File: src/rtl/spc_pkg.sv
package spc_pkg;

    localparam int unsigned CSR_W   = 8;
    localparam int unsigned B_IE    = 7;
    localparam int unsigned B_SRE   = 4;
    localparam int unsigned B_LOCK  = 3;
    localparam int unsigned B_PGW   = 2;
    localparam int unsigned B_PGE   = 1;
    localparam int unsigned B_EN    = 0;

    typedef enum logic [2:0] {
        S_IDLE,
        S_ARM_PG,
        S_ARM_FILL,
        S_ARM_LOCK,
        S_ISSUE,
        S_BUSY
    } spc_state_t;

    typedef enum logic [2:0] {
        REQ_NONE,
        REQ_ERASE,
        REQ_WRITE,
        REQ_LOCK,
        REQ_FILL
    } spc_req_t;

    // Only an exact pattern on the command nibble arms anything.
    function automatic spc_req_t decode_req(input logic [CSR_W-1:0] wd);
        logic [3:0] nib;
        nib = {wd[B_LOCK], wd[B_PGW], wd[B_PGE], wd[B_EN]};
        unique case (nib)
            4'b0011: decode_req = REQ_ERASE;
            4'b0101: decode_req = REQ_WRITE;
            4'b1001: decode_req = REQ_LOCK;
            4'b0001: decode_req = REQ_FILL;
            default: decode_req = REQ_NONE;
        endcase
    endfunction

endpackage

File: src/rtl/spc_seq.sv
module spc_seq
    import spc_pkg::*;
#(
    parameter int unsigned WIN_PAGE = 4,
    parameter int unsigned WIN_LOCK = 3,
    parameter int unsigned ZW       = 16,
    parameter int unsigned PAGE_LSB = 7
) (
    input  logic                   clk,
    input  logic                   rst_n,
    input  logic                   wr_stb,
    input  spc_req_t               req,
    input  logic                   spm_exec,
    input  logic                   lpm_exec,
    input  logic [ZW-1:0]          zptr,
    input  logic                   flash_done,
    output spc_state_t             st,
    output logic                   op_wr,
    output logic [ZW-PAGE_LSB-1:0] page,
    output logic                   flash_start,
    output logic                   cpu_halt,
    output logic                   fill_hit,
    output logic                   lpm_hit,
    output logic                   op_done
);

    localparam int unsigned WIN_MAX = (WIN_PAGE > WIN_LOCK) ? WIN_PAGE : WIN_LOCK;
    localparam int unsigned CW      = $clog2(WIN_MAX + 1);
    localparam int unsigned PW      = ZW - PAGE_LSB;

    spc_state_t     st_n;
    logic [CW-1:0]  cnt, cnt_n;
    logic           wr_n;
    logic [PW-1:0]  page_n;

    always_ff @(posedge clk or negedge rst_n) begin
        if (!rst_n) begin
            st    <= S_IDLE;
            cnt   <= '0;
            op_wr <= 1'b0;
            page  <= '0;
        end else begin
            st    <= st_n;
            cnt   <= cnt_n;
            op_wr <= wr_n;
            page  <= page_n;
        end
    end

    always_comb begin
        st_n   = st;
        cnt_n  = cnt;
        wr_n   = op_wr;
        page_n = page;
        unique case (st)
            S_ISSUE: st_n = S_BUSY;
            S_BUSY:  if (flash_done) st_n = S_IDLE;
            default: begin
                if (st == S_ARM_PG && spm_exec) begin
                    st_n   = S_ISSUE;
                    page_n = zptr[ZW-1:PAGE_LSB];
                end else if ((st == S_ARM_FILL && spm_exec) ||
                             (st == S_ARM_LOCK && lpm_exec)) begin
                    st_n = S_IDLE;
                end else if (wr_stb) begin
                    unique case (req)
                        REQ_ERASE: begin st_n = S_ARM_PG;   wr_n = 1'b0; cnt_n = CW'(WIN_PAGE); end
                        REQ_WRITE: begin st_n = S_ARM_PG;   wr_n = 1'b1; cnt_n = CW'(WIN_PAGE); end
                        REQ_LOCK:  begin st_n = S_ARM_LOCK; cnt_n = CW'(WIN_LOCK); end
                        REQ_FILL:  begin st_n = S_ARM_FILL; cnt_n = CW'(WIN_PAGE); end
                        default:   st_n = S_IDLE;
                    endcase
                end else if (st != S_IDLE) begin
                    if (cnt == CW'(1)) st_n = S_IDLE;
                    else               cnt_n = cnt - CW'(1);
                end
            end
        endcase
    end

    always_comb begin
        flash_start = (st == S_ISSUE);
        cpu_halt    = (st == S_ISSUE) || (st == S_BUSY);
        fill_hit    = (st == S_ARM_FILL) && spm_exec;
        lpm_hit     = (st == S_ARM_LOCK) && lpm_exec;
        op_done     = (st == S_BUSY) && flash_done;
    end

    // an armed page command with its last window cycle unused is dropped
    a_r5_window_expire: assert property (@(posedge clk) disable iff (!rst_n)
        (st == S_ARM_PG && cnt == CW'(1) && !spm_exec && !wr_stb) |=> (st == S_IDLE));

    // a lock/fuse read consumes the armed bits
    a_r6_lock_once: assert property (@(posedge clk) disable iff (!rst_n)
        lpm_hit |=> (st == S_IDLE));

    // completion leaves the busy state
    a_r4_done_leaves: assert property (@(posedge clk) disable iff (!rst_n)
        op_done |=> !cpu_halt);

endmodule

File: src/rtl/spc_irq.sv
module spc_irq (
    input  logic clk,
    input  logic rst_n,
    input  logic ie,
    input  logic gie,
    input  logic en,
    input  logic ee_busy,
    output logic irq_req
);

    always_ff @(posedge clk or negedge rst_n) begin
        if (!rst_n) irq_req <= 1'b0;
        else        irq_req <= ie && gie && !en && !ee_busy;
    end

    // no request while an EEPROM write or a self-programming sequence is active
    a_r9_quiet_ee: assert property (@(posedge clk) disable iff (!rst_n)
        ee_busy |=> !irq_req);
    a_r9_quiet_en: assert property (@(posedge clk) disable iff (!rst_n)
        en |=> !irq_req);

endmodule

File: src/rtl/selfprog_ctrl.sv
module selfprog_ctrl
    import spc_pkg::*;
#(
    parameter int unsigned ZW       = 16,
    parameter int unsigned PAGE_LSB = 7,
    parameter int unsigned DW       = 16,
    parameter int unsigned WIN_PAGE = 4,
    parameter int unsigned WIN_LOCK = 3
) (
    input  logic                   clk,
    input  logic                   rst_n,
    input  logic                   csr_we,
    input  logic [7:0]             csr_wdata,
    output logic [7:0]             csr_rdata,
    input  logic                   spm_exec,
    input  logic                   lpm_exec,
    input  logic [ZW-1:0]          zptr,
    input  logic [DW-1:0]          r1r0,
    input  logic                   gie,
    input  logic                   ee_busy,
    input  logic [7:0]             lock_bits,
    input  logic [7:0]             fuse_bits,
    input  logic                   flash_done,
    output logic                   flash_start,
    output logic                   flash_wr,
    output logic [ZW-PAGE_LSB-1:0] flash_page,
    output logic                   cpu_halt,
    output logic                   fill_strobe,
    output logic [DW-1:0]          fill_data,
    output logic [PAGE_LSB-1:0]    fill_off,
    output logic                   buf_clear,
    output logic                   lpm_ovr,
    output logic [7:0]             lpm_data,
    output logic                   irq_req
);

    spc_state_t st;
    spc_req_t   req;
    logic       ie_q;
    logic       fill_pend;
    logic       op_done;
    logic       lpm_hit;
    logic       en_bit, pge_bit, pgw_bit, lock_bit, pg_active;
    logic       clr_req;

    assign req     = decode_req(csr_wdata);
    assign clr_req = csr_we && csr_wdata[B_SRE] && fill_pend;

    spc_seq #(
        .WIN_PAGE (WIN_PAGE),
        .WIN_LOCK (WIN_LOCK),
        .ZW       (ZW),
        .PAGE_LSB (PAGE_LSB)
    ) u_seq (
        .clk         (clk),
        .rst_n       (rst_n),
        .wr_stb      (csr_we),
        .req         (req),
        .spm_exec    (spm_exec),
        .lpm_exec    (lpm_exec),
        .zptr        (zptr),
        .flash_done  (flash_done),
        .st          (st),
        .op_wr       (flash_wr),
        .page        (flash_page),
        .flash_start (flash_start),
        .cpu_halt    (cpu_halt),
        .fill_hit    (fill_strobe),
        .lpm_hit     (lpm_hit),
        .op_done     (op_done)
    );

    spc_irq u_irq (
        .clk     (clk),
        .rst_n   (rst_n),
        .ie      (ie_q),
        .gie     (gie),
        .en      (en_bit),
        .ee_busy (ee_busy),
        .irq_req (irq_req)
    );

    always_ff @(posedge clk or negedge rst_n) begin
        if (!rst_n) begin
            ie_q      <= 1'b0;
            fill_pend <= 1'b0;
            buf_clear <= 1'b0;
        end else begin
            if (csr_we) ie_q <= csr_wdata[B_IE];
            buf_clear <= clr_req;
            if (clr_req || (op_done && flash_wr)) fill_pend <= 1'b0;
            else if (fill_strobe)                 fill_pend <= 1'b1;
        end
    end

    always_comb begin
        pg_active = (st == S_ARM_PG) || (st == S_ISSUE) || (st == S_BUSY);
        en_bit    = (st != S_IDLE);
        pge_bit   = pg_active && !flash_wr;
        pgw_bit   = pg_active && flash_wr;
        lock_bit  = (st == S_ARM_LOCK);
        csr_rdata = {ie_q, 3'b000, lock_bit, pgw_bit, pge_bit, en_bit};
        fill_data = r1r0;
        fill_off  = zptr[PAGE_LSB-1:0];
        lpm_ovr   = lpm_hit;
        lpm_data  = zptr[0] ? fuse_bits : lock_bits;
    end

    // start is a single pulse followed by halt
    a_r3_start_pulse: assert property (@(posedge clk) disable iff (!rst_n)
        flash_start |=> (cpu_halt && !flash_start));

    // halt is released right after done is seen in the busy phase
    a_r4_halt_release: assert property (@(posedge clk) disable iff (!rst_n)
        (cpu_halt && flash_done && !flash_start) |=> !cpu_halt);

    // buffer clear lasts one cycle
    a_r8_clear_pulse: assert property (@(posedge clk) disable iff (!rst_n)
        buf_clear |=> !buf_clear);

    // a fill consumes the enable bit
    a_r7_fill_once: assert property (@(posedge clk) disable iff (!rst_n)
        fill_strobe |=> !csr_rdata[B_EN]);

endmodule

File: config.mk
export PLATFORM = sky130hd
export DESIGN_NAME = selfprog_ctrl
export DESIGN_NICKNAME = d
export VERILOG_FILES = /design/src/rtl/spc_pkg.sv /design/src/rtl/spc_seq.sv /design/src/rtl/spc_irq.sv /design/src/rtl/selfprog_ctrl.sv
export SDC_FILE = /design/constraint.sdc
export NUM_CORES = 1
export LEC_CHECK = 0
export ABC_AREA = 0
export BUFFER_PORTS_ARGS = -buffer_cell sky130_fd_sc_hd__buf_2
export CORE_MARGIN = 2
export CORE_UTILIZATION = 42
export DETAILED_ROUTE_END_ITERATION = 8
export HOLD_SLACK_MARGIN = 0.03
export PLACE_DENSITY = 0.85
export SYNTH_ARGS = -nofsm -noshare
export SYNTH_HDL_FRONTEND = slang
export SYNTH_SLANG_ARGS = --single-unit
File: constraint.sdc
create_clock -name clk -period 4.4 [get_ports clk]
set_input_delay 0.22 -clock clk [delete_from_list [all_inputs] [get_ports clk]]
set_output_delay 0.22 -clock clk [all_outputs]
set_load 0.005 [all_outputs]
==> summary.md, run 1 <==
| Metric | Value |
|---|---|
| CP endpoint kind | `flop` |
| Synth Area in Compound Gates | `12.03%` |
| Clock Latency Late Sink | `approximately 0.29 ns` |
| CP top delay family | `flip-flops` |
| Final nets | `around 260` |
| Routed Antenna Nets | `0` |
| GRT Residual Overflow | `0` |
| R2R Setup Slk | `approximately 2.5 ns` |
| Post-synthesis mux area share | `approximately 15%` |
| Vias in the first global route | `between 1k and 1.5k` |
| Busiest grt layer | `met2` |
| WP data required | `~4.6 ns` |
| Outcome | `finished clean` |
| Clock slew at reported path FFs | `0.11 ns` |
| Initial core utilization | `roughly 44%` |
| Top_reg_cell synth | `dfrtp_1` |
| GRT met1 Usage | `16.67%` |
| Total Die Area | `roughly 4000 um2` |
| Crit path DAT | `between 2 and 2.5 ns` |
| Global routing usage on met2 | `between 20 and 30%` |
| Design Power | `approximately 0.82 mW` |
| Chip Width | `around 63 um` |
| Filler cells | `roughly 340` |
| Multi-input logic area | `around 700 um2` |
| DRC | `0` |
| Hold WS | `around 0.078 ns` |
| Cts repair resizes | `0` |
| Fraction of met3 tracks used by global routing | `4.464%` |
| CP max stage delay | `approximately 0.54 ns` |
| Largest family of logic cells by synthesized area | `buffers and inverters` |
| Area grow syn2layout | `13.05%` |
| Max Slew Vio Count | `0` |
| Crit path time final | `~1.9 ns` |
| Layout cells sized above 1 | `around 52%` |
| DR iter-0 viols | `78` |
| CP Launch Type | `flop` |
| H-tree level count | `1` |
| Row Count | `21` |
| Hold Startpoint | `ee_busy` |
| Largest net degree at the start of global routing | `21` |
| Routed WL per cell | `about 12 um` |
| Period utilization | `42.05%` |
| First-pass GRT wire length | `approximately 4.8 mm` |
| Synth Area in XOR/XNOR | `less than 1%` |
| CTS Buf Count | `3` |
| Fraction of registers with async set/reset | `100.0%` |
| Routed Wire Length | `2.893 mm` |
| DIE HEIGHT | `about 63 um` |
| Final setup viols | `0` |
| Critical path class | `reg -> reg` |
| Post-Synth Adder-Cell Area | `under 10%` |
| IO buf count | `between 60 and 70` |
| Routability cong. | `between 0.8 and 0.9` |
| Core Area | `around 3400 um2` |
| Worst hold path type | `in -> reg` |
| CP max stage cell | `dfrtp_1` |
| CTS sink cnt | `20` |
| CP cell instances | `and4b_4 > a2111oi_4 > nand2_2 > mux2_1` |
| Worst Path Buf+Inv | `0` |
| Post-synth top area cell | `dfrtp_1` |
| CTS Hold Buffers Added | `1` |
| CTS Root Cell | `clkbuf_4` |
| # IOs | `~120` |
| Post-synth EDFFs | `0` |
| CTS tree | `yes` |
| Yosys warns | `0` |
| Vias | `between 1k and 1.5k` |
| FF-to-FF Start | `u_seq.st[1]` |
| Final core utilization | `~50%` |
| Sum of net half-perimeters after detailed placement | `2.381 mm` |
| PD cells | `~500 nW/um2` |
| Fmax | `0.5404 GHz` |
| Unrepaired setup endpoints after global routing | `false` |
| Maximum VDD drop | `roughly 0.20 mV` |
| Fin Clk Skew | `approximately 0.0046 ns` |
| Post-CTS setup buffers | `0` |
| Mapped Avg Cell Area | `just under 10 um2` |
| Flops & latches, synth | `20` |
| DRT Pass-1 Iters | `4` |
| Vias per cell | `4.809` |
| Setup crit start | `u_seq.st[1]` |
| Total leakage power | `approximately 0.84 nW` |
| Maximum root-to-sink buffer count | `2` |
| Synth cell types | `42` |
| Final Hold Viols | `0` |
| FF/Latch Area | `between 500 and 600 um2` |
| Syn Inst Count | `150` |
| Most frequent cell after synthesis | `buf_4` |
| Post-synth top area share | `about a third` |
| Post-Synth Simple-Gate Area | `between 10% and 20%` |
| Top post-synthesis cells by area | `dfrtp_1, buf_4, mux2_2, inv_1, o21ai_0` |
| Total GRT Usage | `approximately 15%` |
| Initial antenna violation count | `0` |
| Synth cell count leaders | `buf_4, dfrtp_1, mux2_2` |
| Register area share after synthesis | `between 30 and 40%` |
| Setup TNS | `0 ns` |
| Critical Path Fanout Max | `13` |
| Area of the mapped netlist | `~1500 um2` |
| Antenna cells | `0` |
| Maxcap violations | `0` |
final timing paths:
kind	end	depth (start not counted)
setup / recovery	u_seq.cnt[1]	4
hold / removal	u_irq.irq_req	2
setup reg to reg	u_seq.cnt[1]	4
hold reg to reg	u_seq.cnt[1]	1
max in group asynchronous	u_seq.cnt[0]	2
min in group asynchronous	u_seq.page[6]	2
layout make-up:
class / instances / share of cell area (%)
Multi-Input combinational cell: 86 / 40.85
Sequential cell: 20 / 29.99
Timing Repair Buffer: 70 / 21.29
Tap cell: 46 / 3.448
Inverter: 10 / 2.249
Clock buffer: 4 / 2.174
where the power goes:
part	internal [mW]	switching, mW
clock network	0.0504	0.0523
registers	0.258	0.0651
logic	0.208	0.181
total	0.517	0.298
metrics by stage:
stage               instance area [um2]  worst slack [ns]  instances
finish                             1669             2.550        236
CTS                                1669             2.559        236
floorplan                          1484             2.772        152
global route                       1669             2.318        236
global placement                   1623             2.611        231
detailed placement                 1623             2.574        231
metal layers:
layer | part of all wire (%) | vias to the layer above
met1 | 39 | 533
li1 | - | 566
met5 | 0 | -
met4 | 0.66 | 0
met2 | 54 | 32
met3 | 5.8 | 4
cell families (layout without fill, tap and decap cells):
logic type / Yosys count / count (layout)
fa+ha+maj: 3 / 3
flops: 20 / 20
xor+xnor: 1 / 1
simple gates: 36 / 36
mux: 20 / 20
other cells: 1 / 3
compound gates: 23 / 23
buf+inv: 46 / 84
cell usage in the layout, fill, tap and decap left out, drive strengths merged, types with 4 or more instances in the layout:
master	count
buf	69
dfrtp	20
mux2	20
inv	10
o21ai	6
nor2	6
nand2	6
nor3	5
a21oi	5
clkbuf	4
flip-flops by register name (all words and copies together) (netlist names):
signal / cells
u_seq.page: 9
buf_clear: 1
u_seq.st: 3
ie_q: 1
u_irq.irq_req: 1
u_seq.op_wr: 1
u_seq.cnt: 3
fill_pend: 1
(Power assumes the default switching activity.)
==> inputs of run 2 (changes only) <==
--- a/config.mk
+++ b/config.mk
@@ -8,10 +8,10 @@
 export ABC_AREA = 0
 export BUFFER_PORTS_ARGS = -buffer_cell sky130_fd_sc_hd__buf_2
 export CORE_MARGIN = 2
-export CORE_UTILIZATION = 42
+export CORE_UTILIZATION = 35
 export DETAILED_ROUTE_END_ITERATION = 8
 export HOLD_SLACK_MARGIN = 0.03
-export PLACE_DENSITY = 0.85
+export PLACE_DENSITY = 0.76
 export SYNTH_ARGS = -nofsm -noshare
 export SYNTH_HDL_FRONTEND = slang
 export SYNTH_SLANG_ARGS = --single-unit
==> constraint.sdc (replaced) <==
create_clock -name clk -period 1.7 [get_ports clk]
set_input_delay 0.085 -clock clk [delete_from_list [all_inputs] [get_ports clk]]
set_output_delay 0.085 -clock clk [all_outputs]
set_load 0.005 [all_outputs]
==> run 2 against run 1 <==
Design area is 7.0% higher. Critical path depth increased by 1. Global-route usage shrank 1.4 points. Clock-buffer cell count down 1. Final cell count increased by 5.5%. Largest cell class unchanged. Power grew to 2.9 times the previous value. Via count grew 8.4%. Combinational power increased to 3.2 times the previous value. Register-to-register slack got worse by 2.5 ns. Highest routed layer unchanged. Core utilization decreased by 5.3 points. Maximum frequency grew 12%.
==> summary.md, run 2 (synthesis results as in run 1) <==
| Metric | Value |
|---|---|
| CTS tree | `yes` |
| Clock Latency Late Sink | `about 0.25 ns` |
| CTS Buf Count | `3` |
| Critical Path Fanout Max | `7` |
| Total GRT Usage | `13.23%` |
| Critical path class | `reg -> reg` |
| Clock power frac | `about an eighth` |
| Worst hold path type | `in -> reg` |
| Final Hold Viols | `0` |
| Total Die Area | `between 4000 and 5000 um2` |
| Placed Area | `about 1700 um2` |
| WP data required | `approximately 1.8 ns` |
| CP Launch Type | `flop` |
| CTS Root Cell | `clkbuf_8` |
| Initial antenna violation count | `0` |
| DR iter-0 viols | `48` |
| Maximum VDD drop | `0.6909 mV` |
| Reg2Reg Depth | `5` |
| Final nets | `267` |
| Biggest register | `u_seq.page` |
| Core Area | `around 4000 um2` |
| Routed WL per cell | `13.02 um` |
| Maximum root-to-sink buffer count | `2` |
| Setup crit start | `u_seq.st[1]` |
| Initial core utilization | `approximately 37%` |
| Total leakage power | `approximately 0.9 nW` |
| Fmax | `between 0.6 and 0.7 GHz` |
| Sequential Power Share | `about 34%` |
| Dpl cells | `244` |
| Vias in the first global route | `approximately 1.1k` |
| Gate power share | `a little over half` |
| Crit path time final | `1.649 ns` |
| Maxcap violations | `0` |
| Routed Wire Length | `~3.2 mm` |
| Area grow syn2layout | `21.02%` |
| CP max stage cell | `dfrtp_1` |
| Hold endpoint | `u_irq.irq_req` |
| FF-to-FF End | `u_seq.cnt[2]` |
| DIE HEIGHT | `between 60 and 70 um` |
| CP max stage delay | `approximately 0.45 ns` |
| Internal power | `between 1.5 and 2 mW` |
| Leading cell types in the layout, fill and taps excluded | `buf_2, dfrtp_1, mux2_2` |
| Row Count | `23` |
| Psw | `0.8444 mW` |
| IO buf count | `69` |
| Outcome | `finished clean` |
| Post-CTS setup buffers | `0` |
| CTS sink cnt | `20` |
| Layout cells sized above 1 | `a little under three fifths` |
| CP endpoint kind | `flop` |
| CP cell instances | `and4b_4 > a2111oi_4 > buf_4 > nand3b_1 > and3b_1` |
| Final setup viols | `0` |
| Commonest non-fill, non-tap cell in the layout | `buf_2` |
| H-tree level count | `1` |
| Vias per cell | `between 4 and 5` |
| R2R Setup Slk | `about 0.05 ns` |
| DRC | `0` |
| Sum of net half-perimeters after detailed placement | `about 2.6 mm` |
| Largest registers | `u_seq.page x9, u_seq.cnt x3, u_seq.st x3` |
| Period utilization | `between 90% and 100%` |
| Hold Startpoint | `gie` |
| PD cells | `approximately 1300 nW/um2` |
| Largest net degree at the start of global routing | `21` |
| Routed Antenna Nets | `0` |
| Fin Clk Skew | `between 0.0015 and 0.002 ns` |
| Switching Fraction | `between 30% and 40%` |
| Design area | `~1800 um2` |
| Chip Width | `between 60 and 70 um` |
| # IOs | `about 120` |
| Antenna cells | `0` |
| WHS Path Cells | `3` |
| Final std cells w/o fill | `roughly 250` |
| DRT Pass-1 Iters | `4` |
| FF-to-FF Start | `u_seq.st[1]` |
| Max Slew Vio Count | `0` |
| Crit path DAT | `around 1.8 ns` |
| Vias | `approximately 1.2k` |
| GRT Residual Overflow | `0` |
| First-pass GRT wire length | `~4.7 mm` |
| Routability cong. | `0.8712` |
| Max FFs per register | `9` |
| Clock slew at reported path FFs | `0.07 ns` |
[run 2: changes by cell type in the layout (fill, tap and decap cells not counted), sizes merged]
| cell | change |
|---|---|
| buf | +9 |
| clkbuf | -1 |
| dlygate4sd3 | +1 |
[run 2: worst max-delay path: cells and delay by family (launching register included)]
kind,cells,cell delay [ns]
and+or+nand+nor,3,0.53
DFF,1,0.45
AOI/OAI and AO/OA,1,0.38
buffers and inverters,1,0.19
[run 2: worst max-delay path by stage]
stage                   endpoint  depth (start not counted)
floorplan           u_seq.cnt[0]                          5
CTS                 u_seq.cnt[2]                          5
finish              u_seq.cnt[2]                          5
global placement    u_seq.cnt[2]                          5
global route        u_seq.cnt[1]                          6
detailed placement  u_seq.cnt[2]                          5
[run 2: timing repair]
item,in CTS,in global routing
gates resized for setup,0,7
setup endpoints to repair,0,4
hold buffers,2,0
endpoints found under the hold margin,21,0
[run 2: metal layers]
metal  vias up  wire, um  part of all wire (%)  track usage (%)
li1        586         -                     -                -
met1       593      1359                    42            15.22
met2        45      1650                    51            22.84
met3         6       189                   5.8            4.383
met4         0        43                   1.3            4.657
met5         -         0                     0                0
[run 2: area by class of cell]
type / count / area [um2]
tap: 50 / 62.56
inverter: 10 / 37.54
multi-input combinational: 86 / 710.7
clock buffer: 3 / 41.29
timing repair buffer: 80 / 432.9
fill: 411 / 2242
sequential: 20 / 501.7
[run 2: power groups by stage]
stage	Combinational (mW)	Clock (mW)	Sequential [mW]
after CTS	1.19	0.319	0.797
after floorplan	0.831	0	0.785
final	1.24	0.300	0.808
after detailed placement	1.19	0	0.805
after global placement	1.14	0	0.797
after global routing	1.40	0.330	0.838
[run 2: through the flow]
step                      setup TNS [ns]  util (%)  setup WS [ns]  power, mW  hold slack [ns]
final                                  0     44.35        0.05121      2.352          0.05173
after floorplan                        0         -        0.07199      1.615          -0.2106
after detailed placement               0     42.08        0.04456      1.992          0.06770
after global placement                 0     42.08        0.09838      1.935          0.06701
after CTS                              0     43.60        0.04000      2.306          0.03553
after global routing            -0.01868     44.35       -0.01031      2.568          0.05777
